File: config.mk
export PLATFORM = sky130hd
export DESIGN_NAME = rx_byte_queue
export DESIGN_NICKNAME = d
export VERILOG_FILES = /design/src/rtl/rxq_pkg.sv /design/src/rtl/rxq_store.sv /design/src/rtl/rxq_level.sv /design/src/rtl/rx_byte_queue.sv
export SDC_FILE = /design/constraint.sdc
export NUM_CORES = 1
export LEC_CHECK = 0
export ABC_AREA = 1
export BUFFER_PORTS_ARGS = -buffer_cell sky130_fd_sc_hd__buf_4
export CAP_MARGIN = 10
export CORE_ASPECT_RATIO = 1.1
export CORE_MARGIN = 1.5
export CORE_UTILIZATION = 50
export CTS_CLUSTER_SIZE = 16
export DETAILED_ROUTE_END_ITERATION = 7
export GPL_TIMING_DRIVEN = 0
export PLACE_DENSITY = 0.74
export SLEW_MARGIN = 20
export SYNTH_ARGS = -nofsm -noshare
export SYNTH_HDL_FRONTEND = slang
export SYNTH_HIERARCHICAL = 1
export SYNTH_SLANG_ARGS = --single-unit
File: constraint.sdc
create_clock -name clk -period 2.7 [get_ports clk]
set_input_delay 0 -clock clk [delete_from_list [all_inputs] [get_ports clk]]
set_output_delay 0 -clock clk [all_outputs]
set_load 0.005 [all_outputs]
File: src/rtl/rxq_pkg.sv
// Package: shared byte type and helpers for the receive byte queue.
// Assumes the queue depth is a power of two.
package rxq_pkg;
    localparam int BYTE_W = 8;
    typedef logic [BYTE_W-1:0] byte_t;
endpackage

File: src/rtl/rxq_store.sv
// Module: rxq_store
// Stores the bytes in a circular array and keeps the head and tail pointers.
// It loads the popped byte into an output register.
// Assumes that push and pop are already qualified against full and empty.
module rxq_store #(
    parameter int DEPTH = 16,
    parameter int PTR_W = $clog2(DEPTH)
) (
    input  logic              clk,
    input  logic              rst_n,
    input  logic              clr,
    input  logic              push,
    input  rxq_pkg::byte_t    push_data,
    input  logic              pop,
    output rxq_pkg::byte_t    pop_data
);
    rxq_pkg::byte_t     slot [DEPTH];
    logic [PTR_W-1:0]   wr_ptr;
    logic [PTR_W-1:0]   rd_ptr;

    // One write-enabled register per slot.
    for (genvar i = 0; i < DEPTH; i++) begin : g_slot
        always_ff @(posedge clk) begin
            if (push && wr_ptr == PTR_W'(i))
                slot[i] <= push_data;
        end
    end

    // Pointer advance, wrapping at the depth.
    always_ff @(posedge clk) begin
        if (!rst_n || clr) begin
            wr_ptr <= '0;
            rd_ptr <= '0;
        end else begin
            if (push) wr_ptr <= wr_ptr + 1'b1;
            if (pop)  rd_ptr <= rd_ptr + 1'b1;
        end
    end

    // Output register: loads on pop, otherwise holds.
    always_ff @(posedge clk) begin
        if (!rst_n || clr)
            pop_data <= '0;
        else if (pop)
            pop_data <= slot[rd_ptr];
    end

    // without a pop, the output byte must not move.
    p_hold_without_pop_r8: assert property (@(posedge clk) disable iff (!rst_n)
        (!pop && !clr) |=> $stable(pop_data));
endmodule

File: src/rtl/rxq_level.sv
// Module: rxq_level
// Tracks the stored count and holds the zero-based threshold.
// Derives the fill level, the flags, the level indication and the sticky overflow.
// Assumes that push and pop are qualified by the top-level module.
module rxq_level #(
    parameter int DEPTH   = 16,
    parameter int PTR_W   = $clog2(DEPTH),
    parameter int CNT_W   = PTR_W + 1,
    parameter int THR_RST = DEPTH - 1
) (
    input  logic             clk,
    input  logic             rst_n,
    input  logic             clr,
    input  logic             push,
    input  logic             pop,
    input  logic             drop,
    input  logic             thr_we,
    input  logic [PTR_W-1:0] thr_wdata,
    output logic [PTR_W-1:0] occ,
    output logic             empty,
    output logic             full,
    output logic             level_hit,
    output logic             overflow
);
    logic [CNT_W-1:0] count;
    logic [PTR_W-1:0] thr_q;
    logic [CNT_W-1:0] thr_need;

    // Stored count: up on push, down on pop.
    always_ff @(posedge clk) begin
        if (!rst_n || clr)
            count <= '0;
        else if (push && !pop)
            count <= count + 1'b1;
        else if (pop && !push)
            count <= count - 1'b1;
    end

    // Threshold register, writable at any time.
    always_ff @(posedge clk) begin
        if (!rst_n || clr)
            thr_q <= PTR_W'(THR_RST);
        else if (thr_we)
            thr_q <= thr_wdata;
    end

    // Sticky overflow flag.
    always_ff @(posedge clk) begin
        if (!rst_n || clr)
            overflow <= 1'b0;
        else if (drop)
            overflow <= 1'b1;
    end

    // Status decode from the count and the threshold.
    always_comb begin
        thr_need  = CNT_W'(thr_q) + 1'b1;
        empty     = (count == '0);
        full      = (count == CNT_W'(DEPTH));
        occ       = empty ? '0 : PTR_W'(count - 1'b1);
        level_hit = (count >= thr_need);
    end

    p_count_range_r3: assert property (@(posedge clk) disable iff (!rst_n)
        count <= CNT_W'(DEPTH));
    p_thr_load_r6: assert property (@(posedge clk) disable iff (!rst_n)
        (thr_we && !clr) |=> (thr_q == $past(thr_wdata)));
    p_ovf_sticky_r7: assert property (@(posedge clk) disable iff (!rst_n)
        (overflow && !clr) |=> overflow);
    p_clr_empties_r10: assert property (@(posedge clk) disable iff (!rst_n)
        clr |=> (empty && !overflow && thr_q == PTR_W'(THR_RST)));
endmodule

File: src/rtl/rx_byte_queue.sv
// Module: rx_byte_queue
// Top level of the receive byte queue. It qualifies the push and pop strobes
// against the flags and joins the storage to the level tracker.
// Assumes a single clock and that the strobes are synchronous to it.
module rx_byte_queue #(
    parameter int DEPTH = 16,
    parameter int PTR_W = $clog2(DEPTH)
) (
    input  logic             clk,
    input  logic             rst_n,
    input  logic             clr,
    input  logic             wr_en,
    input  logic [7:0]       wr_data,
    input  logic             rd_en,
    output logic [7:0]       rd_data,
    input  logic             thr_we,
    input  logic [PTR_W-1:0] thr_wdata,
    output logic [PTR_W-1:0] occ,
    output logic             empty,
    output logic             full,
    output logic             level_hit,
    output logic             overflow
);
    logic push;
    logic pop;
    logic drop;

    // Strobe qualification against the flags as they stand at the start of the cycle.
    always_comb begin
        push = wr_en && !full && !clr;
        drop = wr_en && full && !clr;
        pop  = rd_en && !empty && !clr;
    end

    rxq_store #(.DEPTH(DEPTH), .PTR_W(PTR_W)) u_store (
        .clk       (clk),
        .rst_n     (rst_n),
        .clr       (clr),
        .push      (push),
        .push_data (wr_data),
        .pop       (pop),
        .pop_data  (rd_data)
    );

    rxq_level #(.DEPTH(DEPTH), .PTR_W(PTR_W)) u_level (
        .clk       (clk),
        .rst_n     (rst_n),
        .clr       (clr),
        .push      (push),
        .pop       (pop),
        .drop      (drop),
        .thr_we    (thr_we),
        .thr_wdata (thr_wdata),
        .occ       (occ),
        .empty     (empty),
        .full      (full),
        .level_hit (level_hit),
        .overflow  (overflow)
    );

    p_flags_exclusive_r3: assert property (@(posedge clk) disable iff (!rst_n)
        !(full && empty));
    p_no_overflow_r7: assert property (@(posedge clk) disable iff (!rst_n)
        (full && wr_en && !rd_en && !clr) |=> (full && overflow));
    p_empty_read_r8: assert property (@(posedge clk) disable iff (!rst_n)
        (empty && rd_en && !wr_en && !clr) |=> (empty && $stable(rd_data)));
    p_rdwr_steady_r9: assert property (@(posedge clk) disable iff (!rst_n)
        (!empty && !full && rd_en && wr_en && !clr) |=> $stable(occ));
endmodule

* Yosys cells after proc, flatten, opt, wreduce, memory -nomap -nowiden
Memories as Yosys holds them, arrays and structs flattened. A register that Yosys moved wholly into a read port is not among the register bits. Index checks and enable logic that the tools add are counted.
Storage, ports and cells: register bits 18, bits in writable memories 128, input bits 18, output and inout port bits 16, memories kept 1
Memories:
- u_store.slot | depth 16, width 8, read ports 1, clocked after Yosys merged registers in 1, wr ports 1, RTL line rxq_store.sv:17 | rxq_pkg::byte_t slot [DEPTH];
Operators by class: add/sub/neg operators 5, order comparisons 1, eq/ne operators 16, mux-type cells 80, reduce and logical (&&, ||, !) cells 49
Operator list (count):
- 2-to-1 mux 8 bit | 15
- OR reduction 8 bit | 15
- 2-to-1 mux 4 bit | 16
- 2-to-1 mux 1 bit | 47
- == test 4 bit, second input constant | 8
- logical AND 1 bit | 24
- == test 4 x 3 -> 1 bit, second input constant | 4
- 2-to-1 mux 5 bit | 2
- adder 4 x 1 -> 4 bit, second input constant | 2
- == test 4 x 2 -> 1 bit, second input constant | 2
- zero test 1 bit | 6
- adder 4 x 1 -> 5 bit, second input constant | 1
- adder 5 x 1 -> 5 bit, second input constant | 1
- == test 5 bit, second input constant | 1
- >= comparator 5 bit | 1
- zero test 5 bit | 1
- subtractor 5 x 1 -> 5 bit, second input constant | 1
- == test 4 x 1 -> 1 bit, second input constant | 1
- zero test 4 bit | 1
- nonzero test 2 bit | 1
- logical OR 1 bit | 1

* Longest topological paths before layout
Gate-level depths: netlist (run 1).
word-level depth 23, depth in mapped cells 15, gate-level depth less buffers 15

* Hierarchy
Netlist (run 1), hierarchy kept.
By module, submodules not included:
- rxq_store | times used 1, cells each 537, area each 5943.2 um2
- rxq_level | times used 1, cells each 108, area each 757.0 um2
- rx_byte_queue | times used 1, cells each 8, area each 32.5 um2

* Least setup slack after synthesis (run 1)
OpenSTA, ideal clock, no wires.
path kind reg-to-reg, start reg u_level.count[0], end mem u_store/slot[11][0] (netlist name) (enable), arrival 1.817 ns, data required time 2.330 ns, slack 0.512 ns, stages on the path, launching flop included 9, period minus slack after synthesis 2.188 ns, cells stage by stage dfxtp_1 > inv_1 > ha_1 > nand2_4 > nor2_1 > nor2_2 > clkbuf_1 > nand2_1 > nor2_1
Between the ends: cells in the longest elaborated chain, start to end 23
Ends and longest elaborated chain:
- start, declared | RTL line rxq_level.sv:25 | logic [CNT_W-1:0] count;
- start signal, assigned | RTL line rxq_level.sv:34 | count <= count + 1'b1;
- start signal, assigned | RTL line rxq_level.sv:36 | count <= count - 1'b1;
- == test 5 bit * | RTL line rxq_level.sv:59 | full = (count == CNT_W'(DEPTH));
- net full | RTL line rx_byte_queue.sv:20 | output logic full,
- zero test 1 bit * | RTL line rx_byte_queue.sv:30 | push = wr_en && !full && !clr;
- logical AND 1 bit * (2 in series) | RTL line rx_byte_queue.sv:30
- net push | RTL line rx_byte_queue.sv:24 | logic push;
- logical AND 1 bit | RTL line rxq_store.sv:24 | if (push && wr_ptr == PTR_W'(i))
- 2-to-1 mux 1 bit | RTL line rxq_store.sv:24
- 2-to-1 mux 1 bit (not written as such) | RTL line rxq_store.sv:25 | slot[i] <= push_data;
- OR reduction 8 bit (no line)
- 2-to-1 mux 4 bit (no line) or 2-to-1 mux 1 bit (tied branches) (15 in series)
- end, declared | RTL line rxq_store.sv:17
The timed path passes the listed nets; every way through them passes the cells marked *.

* Worst setup path in the final report (run 1)
start reg u_level.count[0], end mem u_store/slot[0][4] (netlist name) (enable)
Between the ends: cells in the longest elaborated chain, start to end 23
Ends and longest elaborated chain (RTL line):
- == test 5 bit * | rxq_level.sv:59
- zero test 1 bit * | rx_byte_queue.sv:30
- logical AND 1 bit * (2 in series) | rx_byte_queue.sv:30
- net push | rx_byte_queue.sv:24
- logical AND 1 bit | rxq_store.sv:24
- 2-to-1 mux 1 bit | rxq_store.sv:24
- 2-to-1 mux 1 bit (not written as such) | rxq_store.sv:25
- OR reduction 8 bit (no line)
- 2-to-1 mux 4 bit (no line) or 2-to-1 mux 1 bit (tied branches) (15 in series)
Marked as above.

==> metrics.txt, run 1 <==
outcome complete, but fails checks; violations in the final reports setup timing; HPWL after detailed placement ~10000 um; area leader, netlist edfxtp_1; CP Cell Sequence inv_1, ha_1, nand2_4, nor2_1, nor2_2, clkbuf_1, nand2_1, nor2_1; setup slack of the worst register-to-register path -0.02 ns; most frequently used cell type in the post-synthesis netlist nand2_1; number of enable-type register cells in the synthesized netlist ~130; height of the chip 125 um; Peak Freq 367 MHz; worst hold path cell count 7; synthesized-area fraction occupied by ao, oa, aoi and oai cells 0.0165; length of the first detailed-routing pass in iterations 5; clk slew on worst S/H paths ~0.060 ns; number of nets in the final layout around 760; crit path max-delay cell type nor2_1; CP Capture Type register; number of failing setup endpoints in the final timing report 23; antenna violations before repair 0; RePlAce Congestion approximately 0.86; sequential cell area fraction in the yosys report 0.648; width of the chip 114 um; fraction of final layout cells with drive strength greater than 1 0.150; GRT Residual Overflow 0; count of boundary I/O pins 34; WHS Endpoint u_level/count[1]; simple logic cell fraction of the synthesized area 0.247; critical path data arrival time ~2.8 ns; pre-CTS worst setup slack -0.0370 ns; multiplexer share of the synthesized area 0; critical path peak fanout 8; Worst path top cell family by delay simple AND/OR/NAND/NOR gates; Site Rows 44; average cell area after synthesis around 10 um^2; via count of the first global-routing pass about 5000; Synthesized Nets 685; Area contributors post-synth edfxtp_1, nand2_1, nand3_1; crit path time final around 2.7 ns; total via count after detailed routing 4926; root buffer cell clkbuf_16; cell total after placement approximately 850; number of violations reported at the end of detailed-routing iteration 0 514; most used flip-flop cell after synthesis edfxtp_1; element type at the critical path start register; signed area change from the synthesized netlist to the final layout 19.8%; TritonCTS clock tree yes; setup slack of the critical path after layout -0.0239 ns; count of H-tree levels built during CTS 4; share of the synthesized netlist area taken by xor and xnor gates 0.00520; Synth async-reset ratio 0; category of the most critical setup path reg -> reg; worst clock skew around 0.0060 ns; global router's overall resource usage 0.232; ant diodes 0; setup repair bufs after CTS 0; core area between 10000 and 15000 um^2; slew of the pin with the lowest slew margin 0.777 ns; worst reg2reg startpoint u_level/count[0]; post-synthesis register bit count 154; initial cell density of the core 0.512; required time at the endpoint of the critical path between 2 and 3 ns; worst hold slack across all endpoints roughly 0.31 ns; final core occ 0.613; tightest slew margin relative to the limit 0.480; P_leak around 3.2 nW; post-synthesis instance total 653; final hold vios 0; final wirelength 15700 um; Total Die Area between 10000 and 15000 um^2; DRC errors left 0; number of pins with negative max-slew slack in the final report 0; longest individual stage delay on the worst path roughly 0.66 ns; Worst Min Path Start rd_en; most used cell along the critical path nor2_1; capture point of the worst reg-to-reg path u_store/slot[0][4]; maximum number of pins on one net before global-route repair 17; final cycle utilization of the critical path 1.01; Cell Count, Final, Fillers Out approximately 900; leading cell types by count after synthesis nand2_1, edfxtp_1, nand3_1; Mapped Area slightly below 7000 um^2; number of max-cap violations 0; fraction of the mapped netlist area in adder cells 0.0260; post-DR vias/cell between 5 and 6; number of cells on the worst reg-to-reg path 8; overall power of the completed layout around 5.3 mW; number of input and output port buffers inserted 33; combinational family with the most area after synthesis simple AND/OR/NAND/NOR gates; power density relative to cell area 663 nW/um^2; number of buffers between clock root and the deepest sink 2; critical path buffer and inverter count 2; Syn. warnings 6; worst skew pair latency around 0.42 ns; number of buffers inserted during clock tree synthesis 17; distinct cell type count after synthesis 28; Synth top area share 0.571; maximum VDD drop around 0.00037 V; setup repair after global routing missed its margin true; Hold Path Class in -> reg; Num Clock Sinks approximately 150; final routed wire length divided by cell count around 17 um; Detail Route Antenna Nets 0; wire length of the first global-routing pass around 25000 um
==> worst max path at each step <==
stage / from / end / depth (start not counted)
finish: u_level/count[0] / u_store/slot[0][4] / 8
global route: u_level/count[0] / u_store/slot[5][5] / 8
CTS: u_level/count[0] / u_store/slot[15][1] / 8
detailed placement: u_level/count[0] / u_store/slot[3][7] / 8
global placement: u_level/count[0] / u_store/slot[3][2] / 8
floorplan: u_level/count[0] / u_store/slot[11][0] / 8
==> power breakdown <==
group	leakage (nW)	switching (mW)	internal, mW
sequential	1.36	0.0152	2.59
clock	0.288	0.898	1.44
combinational	1.53	0.235	0.164
total	3.18	1.15	4.20
==> state kept, by name, summed over array words and instances (netlist names) <==
register,flops
u_level/thr_q,4
u_store/slot,128
u_store/rd_ptr,4
u_store/wr_ptr,4
u_level/count,5
u_store/pop_data,8
u_level/overflow,1
==> layout by cell type (no fill, tap or decap), drive strengths merged <==
| cell | n |
|---|---|
| o2111ai | 1 |
| dfxtp | 26 |
| ha | 14 |
| nor4 | 2 |
| edfxtp | 128 |
| clkinv | 3 |
| nand2 | 208 |
| clkinvlp | 4 |
| nor2 | 55 |
| a21oi | 14 |
| nor3 | 2 |
| clkbuf | 29 |
| inv | 42 |
| xor2 | 2 |
| dlygate4sd3 | 24 |
| o21ai | 5 |
| buf | 59 |
| xnor2 | 2 |
| o21a | 1 |
| nand4 | 3 |
| or2 | 1 |
| nand3 | 117 |
==> tightest hold or removal path, delay by kind of cell <==
family | cells | cell delay [ns]
buffers and inverters | 3 | 0.22
AO/OA/AOI/OAI | 1 | 0.11
AND/OR/NAND/NOR | 2 | 0.15
adder cells (fa/ha/maj) | 1 | 0.22
==> metal layers <==
metal,part of all wire,global-route usage
met5,0,0
met4,0.020,0.0912
met1,0.40,0.274
met3,0.063,0.0579
met2,0.52,0.403
==> layout make-up <==
type                            count  area (um^2)
Tap cell                          161          201
Timing Repair Buffer               57          488
Fill cell                        1012         5090
Sequential cell                   154         4360
Multi-Input combinational cell    427         2020
Clock inverter                      7         48.8
Buffer                             30          226
Inverter                           42          160
Clock buffer                       25          561
==> what timing repair did <==
action | CTS | global route
resized for setup | 2 | 10
hold buffers | 24 | 0
endpoints found under the hold margin | 138 | 0
endpoints found under the setup margin | 32 | 120
gates cloned | 0 | 0
==> through the flow <==
stage,TNS (ns),instance area (um^2)
4_1_cts,-0.863,8040
3_3_place_gp,0,7180
5_1_grt,-11.21,8070
6_report,-0.338,8070
3_5_place_dp,-0.299,7180
2_1_floorplan,0,6730
==> kinds of logic (layout without fill, tap and decap cells) <==
kind of cell / Yosys count / in the layout
buffers and inverters: 72 / 161
adder cells (fa/ha/maj): 14 / 14
flip-flops: 154 / 154
AND/OR/NAND/NOR: 388 / 388
AO/OA/AOI/OAI: 21 / 21
XOR/XNOR: 4 / 4
(Power assumes the default switching activity.)
==> run 2: changes to the inputs <==
- ABC_CLOCK_PERIOD_IN_PS: not set -> 2700
- CAP_MARGIN: 10 -> 0
- PLACE_DENSITY: 0.74 -> not set
- PLACE_DENSITY_LB_ADDON: not set -> 0.12
==> run 2 against run 1 <==
The flow still finishes with violations (setup timing). Clock-buffer cell count down 7. Critical path type unchanged. Fmax about the same. Sequential share of layout area down 0.19 points. Global-route usage up 0.47 points. Clock power up 3%. Sequential power about the same. Combinational power down 1%. Cell count unchanged.
==> metrics.txt, run 2 (synthesized netlist as in run 1, its figures left out) <==
longest individual stage delay on the worst path 0.64 ns (-0.02 ns); violations in the final reports setup timing; maximum number of pins on one net before global-route repair 17 (unchanged); count of boundary I/O pins 34 (unchanged); Hold Path Class in -> reg; storage element area 4360 um^2 (unchanged); most frequent standard cell in the layout excluding fill and tap cells nand2_1; final cycle utilization of the critical path 1.01 (about the same); critical path data arrival time 2.78 ns (about the same); power density relative to cell area 667 nW/um^2 (+0.67%); number of buffers between clock root and the deepest sink 2 (unchanged); initial cell density of the core 0.512 (unchanged); switching part of the total 0.221 (+0.00577); CP Cell Sequence inv_1, ha_1, nand2_4, nor2_1, nor2_2, clkbuf_1, nand2_1, nor2_1; CP Capture Type register; via count of the first global-routing pass 4781 (-3.8%); GRT Residual Overflow 0 (unchanged); number of buffers inserted during clock tree synthesis 17 (unchanged); ant diodes 0 (unchanged); DRC errors left 0 (unchanged); height of the chip 125 um (unchanged); Site Rows 44 (unchanged); number of failing setup endpoints in the final timing report 16 (-30%); element type at the critical path start register; Detail Route Antenna Nets 0 (unchanged); setup slack of the critical path after layout -0.0218 ns (+0.00201 ns); P_leak 3.18 nW (about the same); global router's overall resource usage 0.237 (+0.00466); core area 13200 um^2 (unchanged); switching power summed over all nets 1.19 mW (+3.7%); Peak Freq 367 MHz (about the same); setup repair after global routing missed its margin true; number of input and output port buffers inserted 33 (unchanged); final hold vios 0 (unchanged); tightest slew margin relative to the limit 0.500 (+0.0204); required time at the endpoint of the critical path 2.75 ns (about the same); worst skew pair latency 0.42 ns (about the same); Num Clock Sinks 154 (unchanged); largest registers u_store/slot x128, u_store/pop_data x8, u_level/count x5; Internal Power 4.21 mW (+0.29%); final core occ 0.615 (+0.00219); RePlAce Congestion 0.882 (+2.2%); power share of the combinational group 0.073 (-0.002); fraction of final layout cells with drive strength greater than 1 0.158 (+0.00809); outcome complete, but fails checks; overall power of the completed layout 5.40 mW (+1.0%); critical path peak fanout 8 (unchanged); crit path time final 2.72 ns (-0.00201 ns); cell total after placement 847 (unchanged); final setup TNS -0.243 ns (+0.0949 ns); Total Die Area 14200 um^2 (unchanged); crit path max-delay cell type nor2_1; count of H-tree levels built during CTS 4 (unchanged); signed area change from the synthesized netlist to the final layout 20.3%; category of the most critical setup path reg -> reg; Cell Count, Final, Fillers Out 903 (unchanged); final wirelength 15800 um (+0.93%); final routed wire length divided by cell count 17.5 um (+0.93%); highest-count cells in the layout ignoring fill and taps nand2_1, edfxtp_1, nand3_1, nor2_1, inv_1; register name with the most flops u_store/slot; number of fill cells 1090 (+7.7%); maximum VDD drop 0.000448 V (+21%); most used cell along the critical path nor2_1; number of pins with negative max-slew slack in the final report 0 (unchanged); antenna violations before repair 0 (unchanged); number of max-cap violations 0 (unchanged); Clock power frac 0.445 (+0.007); slew of the pin with the lowest slew margin 0.747 ns (-0.0304 ns); max FFs per register 128 (unchanged); number of violations reported at the end of detailed-routing iteration 0 362 (-30%); HPWL after detailed placement 10500 um (+2.9%); length of the first detailed-routing pass in iterations 5 (unchanged); width of the chip 114 um (unchanged); area of the multi-input gates 2060 um^2 (+1.9%); number of nets in the final layout 761 (unchanged); root buffer cell clkbuf_16; clk slew on worst S/H paths 0.06 ns (about the same); proportion of power drawn by flip-flops and latches 0.482 (-0.005); total via count after detailed routing 4828 (-2.0%); post-DR vias/cell 5.35 (-2.0%); TritonCTS clock tree yes; worst clock skew 0.00540 ns (-0.000614 ns); wire length of the first global-routing pass 24700 um (-0.50%)
[run 2: cell types whose count changed in the layout (fill, tap and decap cells not counted), sizes merged]
cell and change:
clkinvlp -1, inv +2, clkinv +3, bufinv +3
clkbuf -7
[run 2: repair_timing]
action,CTS,global route
resized for setup,6,16
hold buffers,24,0
cloned,0,0
buffers inserted,0,0
hold endpoints to repair,138,0
setup endpoints to repair,89,120
[run 2: cell type report]
| class | count | share of cell area |
|---|---|---|
| buffer | 30 | 0.0280 |
| clock buffer | 18 | 0.0530 |
| clock inverter | 14 | 0.0212 |
| inverter | 42 | 0.0198 |
| multi-input combinational | 427 | 0.254 |
| sequential | 154 | 0.539 |
| tap | 161 | 0.0249 |
| timing repair buffer | 57 | 0.0603 |
[run 2: path summary, 6_finish.rpt]
path / from / end / slack [ns] / depth (start not counted)
setup reg to reg: u_level/count[0] / u_store/slot[12][5] / -0.02 / 8
setup / recovery: u_level/count[0] / u_store/slot[12][5] / -0.02 / 8
hold reg to reg: u_level/overflow / u_level/overflow / 0.49 / 2
hold / removal: rd_en / u_level/count[1] / 0.26 / 7
[run 2: critical path: cells and delay by family (launching register included)]
kind | cells | cell delay [ns]
buffers and inverters | 2 | 0.43
DFF | 1 | 0.41
and+or+nand+nor | 5 | 1.22
adders and majority gates | 1 | 0.28
[run 2: power by group through the flow]
stage,clock network [mW],logic [mW],registers (mW)
after detailed placement,0,0.369,2.66
after floorplan,0,0.214,2.65
after global routing,2.53,0.439,2.61
final,2.40,0.394,2.61
after global placement,0,0.356,2.65
after CTS,2.44,0.396,2.60
[run 2: per-stage QoR]
stage	hold WS, ns	worst slack [ns]	instance area (um^2)
floorplan	0.0989	0.512	6730
global placement	0.207	-0.0477	7180
detailed placement	0.223	-0.139	7180
CTS	0.247	-0.0756	8040
global route	0.327	-0.202	8100
finish	0.256	-0.0218	8100
[run 2: routing by layer]
metal	vias to the layer above	GRT usage	part of all wire
met5	-	0	0
met2	128	0.386	0.51
li1	2361	-	-
met3	28	0.0482	0.039
met1	2311	0.296	0.43
met4	0	0.125	0.030
==> run 3: changes to the inputs <==
- PLACE_DENSITY: not set -> 0.79
- PLACE_DENSITY_LB_ADDON: 0.12 -> not set
==> run 3 against run 2 <==
The run still ends with setup timing left. Die area unchanged. Clock-buffer cell count increased by 1. Critical path type unchanged. Global-route usage decreased by 0.11 points. Highest routed layer unchanged. Register-to-register slack got worse by 0.07 ns.
==> metrics.txt, run 3 (synthesized netlist as in run 1, its figures left out) <==
count of boundary I/O pins 34 (unchanged); number of max-cap violations 0 (unchanged); final routed wire length divided by cell count 17.6 um (+0.87%); setup repair bufs after CTS 0 (unchanged); fraction of final layout cells with drive strength greater than 1 0.144 (-0.0135); critical path peak fanout 8 (unchanged); length of the first detailed-routing pass in iterations 5 (unchanged); category of the most critical setup path reg -> reg; ant diodes 0 (unchanged); pre-CTS worst setup slack -0.110 ns (+0.0291 ns); post-DR vias/cell 5.50 (+3.0%); number of fill cells 1027 (-5.8%); maximum number of pins on one net before global-route repair 17 (unchanged); Site Rows 44 (unchanged); final standard cell area without fillers 7980 um^2 (-1.5%); antenna violations before repair 0 (unchanged); root buffer cell clkbuf_16; total via count after detailed routing 4971 (+3.0%); number of input and output port buffers inserted 33 (unchanged); outcome complete, but fails checks; Num Clock Sinks 154 (unchanged); violations in the final reports setup timing; core area 13200 um^2 (unchanged); P_leak 3.15 nW (-1.0%); TritonCTS clock tree yes; global router's overall resource usage 0.235 (-0.00105); placed standard-cell area 7180 um^2 (unchanged); most frequent standard cell in the layout excluding fill and tap cells nand2_1; Total Die Area 14200 um^2 (unchanged); DRC errors left 0 (unchanged); wire length of the first global-routing pass 24900 um (+0.72%); max FFs per register 128 (unchanged); Peak Freq 358 MHz (-2.4%); tightest slew margin relative to the limit 0.491 (-0.00961); initial cell density of the core 0.512 (unchanged); final wirelength 15900 um (+0.87%); signed area change from the synthesized netlist to the final layout 18.5%; number of buffers inserted during clock tree synthesis 17 (unchanged); maximum VDD drop 0.000371 V (-17%); number of violations reported at the end of detailed-routing iteration 0 462 (+28%); setup slack of the critical path after layout -0.0899 ns (-0.0681 ns); slew of the pin with the lowest slew margin 0.761 ns (+0.0144 ns); height of the chip 125 um (unchanged); RePlAce Congestion 0.848 (-3.8%); worst clock skew 0.0154 ns (+0.00996 ns); critical path data arrival time 2.84 ns (+0.06 ns); largest registers u_store/slot x128, u_store/pop_data x8, u_level/count x5; highest-count cells in the layout ignoring fill and taps nand2_1, edfxtp_1, nand3_1, nor2_1, inv_1; final hold vios 0 (unchanged); crit path time final 2.79 ns (+0.0681 ns); via count of the first global-routing pass 4968 (+3.9%); power density relative to cell area 640 nW/um^2 (-4.0%); element type at the critical path start register; overall power of the completed layout 5.11 mW (-5.4%); Detail Route Antenna Nets 0 (unchanged); number of buffers between clock root and the deepest sink 2 (unchanged); final cycle utilization of the critical path 1.03 (+0.0252); CP Capture Type register; number of nets in the final layout 761 (unchanged); count of H-tree levels built during CTS 4 (unchanged); number of failing setup endpoints in the final timing report 48 (+32); final core occ 0.606 (-0.00913); width of the chip 114 um (unchanged); Hold Path Class in -> reg; GRT Residual Overflow 0 (unchanged); setup repair after global routing missed its margin true; worst skew pair latency 0.43 ns (about the same); required time at the endpoint of the critical path 2.75 ns (about the same); register name with the most flops u_store/slot; number of pins with negative max-slew slack in the final report 0 (unchanged); HPWL after detailed placement 10300 um (-2.2%); clk slew on worst S/H paths 0.06 ns (about the same)
## run 3: area by class of cell
class,count,area (um^2),share of cell area
timing repair buffer,57,488,0.0612
clock buffer,19,433,0.0543
sequential,154,4360,0.547
multi-input combinational,427,2020,0.253
clock inverter,13,85.1,0.0107
buffer,30,226,0.0284
inverter,42,160,0.0201
tap,161,201,0.0253
## run 3: critical path, cell delays in order (launching register included)
cell      delay [ns]
dfxtp_1         0.43
inv_1           0.16
ha_1            0.28
nand2_4         0.11
nor2_1          0.08
nor2_2          0.18
clkbuf_1        0.28
nand2_1         0.24
nor2_1          0.65
## run 3: where the power goes
group          switching [mW]  internal (mW)
combinational           0.238          0.165
sequential             0.0154           2.59
clock                   0.865           1.23
total                    1.12           3.99
## run 3: through the flow
step,std cells,hold slack (ns),setup TNS (ns)
6_report,903,0.315,-1.98
5_1_grt,903,0.373,-12.22
4_1_cts,903,0.294,0
3_5_place_dp,847,0.217,-2.06
3_3_place_gp,847,0.209,-0.0267
2_1_floorplan,653,0.0989,0
## run 3: worst paths after layout
| check | start | end | slack [ns] | cells past startpoint |
|---|---|---|---|---|
| setup / recovery | u_level/count[0] | u_store/slot[1][4] | -0.09 | 8 |
| hold / removal | rd_en | u_store/rd_ptr[2] | 0.31 | 6 |
| setup reg to reg | u_level/count[0] | u_store/slot[1][4] | -0.09 | 8 |
| hold reg to reg | u_level/overflow | u_level/overflow | 0.49 | 2 |
## run 3: timing repair
item                                    4_1_cts  5_1_grt
hold buffers                                 24        0
resized for setup                             8        5
endpoints found under the setup margin       53      128
hold endpoints to repair                    138        0
## run 3: per-layer routing
layer | track usage | up-vias | share of wire
met1 | 0.270 | 2329 | 0.39
li1 | - | 2360 | -
met5 | 0 | - | 0
met2 | 0.414 | 239 | 0.51
met4 | 0.112 | 0 | 0.034
met3 | 0.0526 | 43 | 0.068
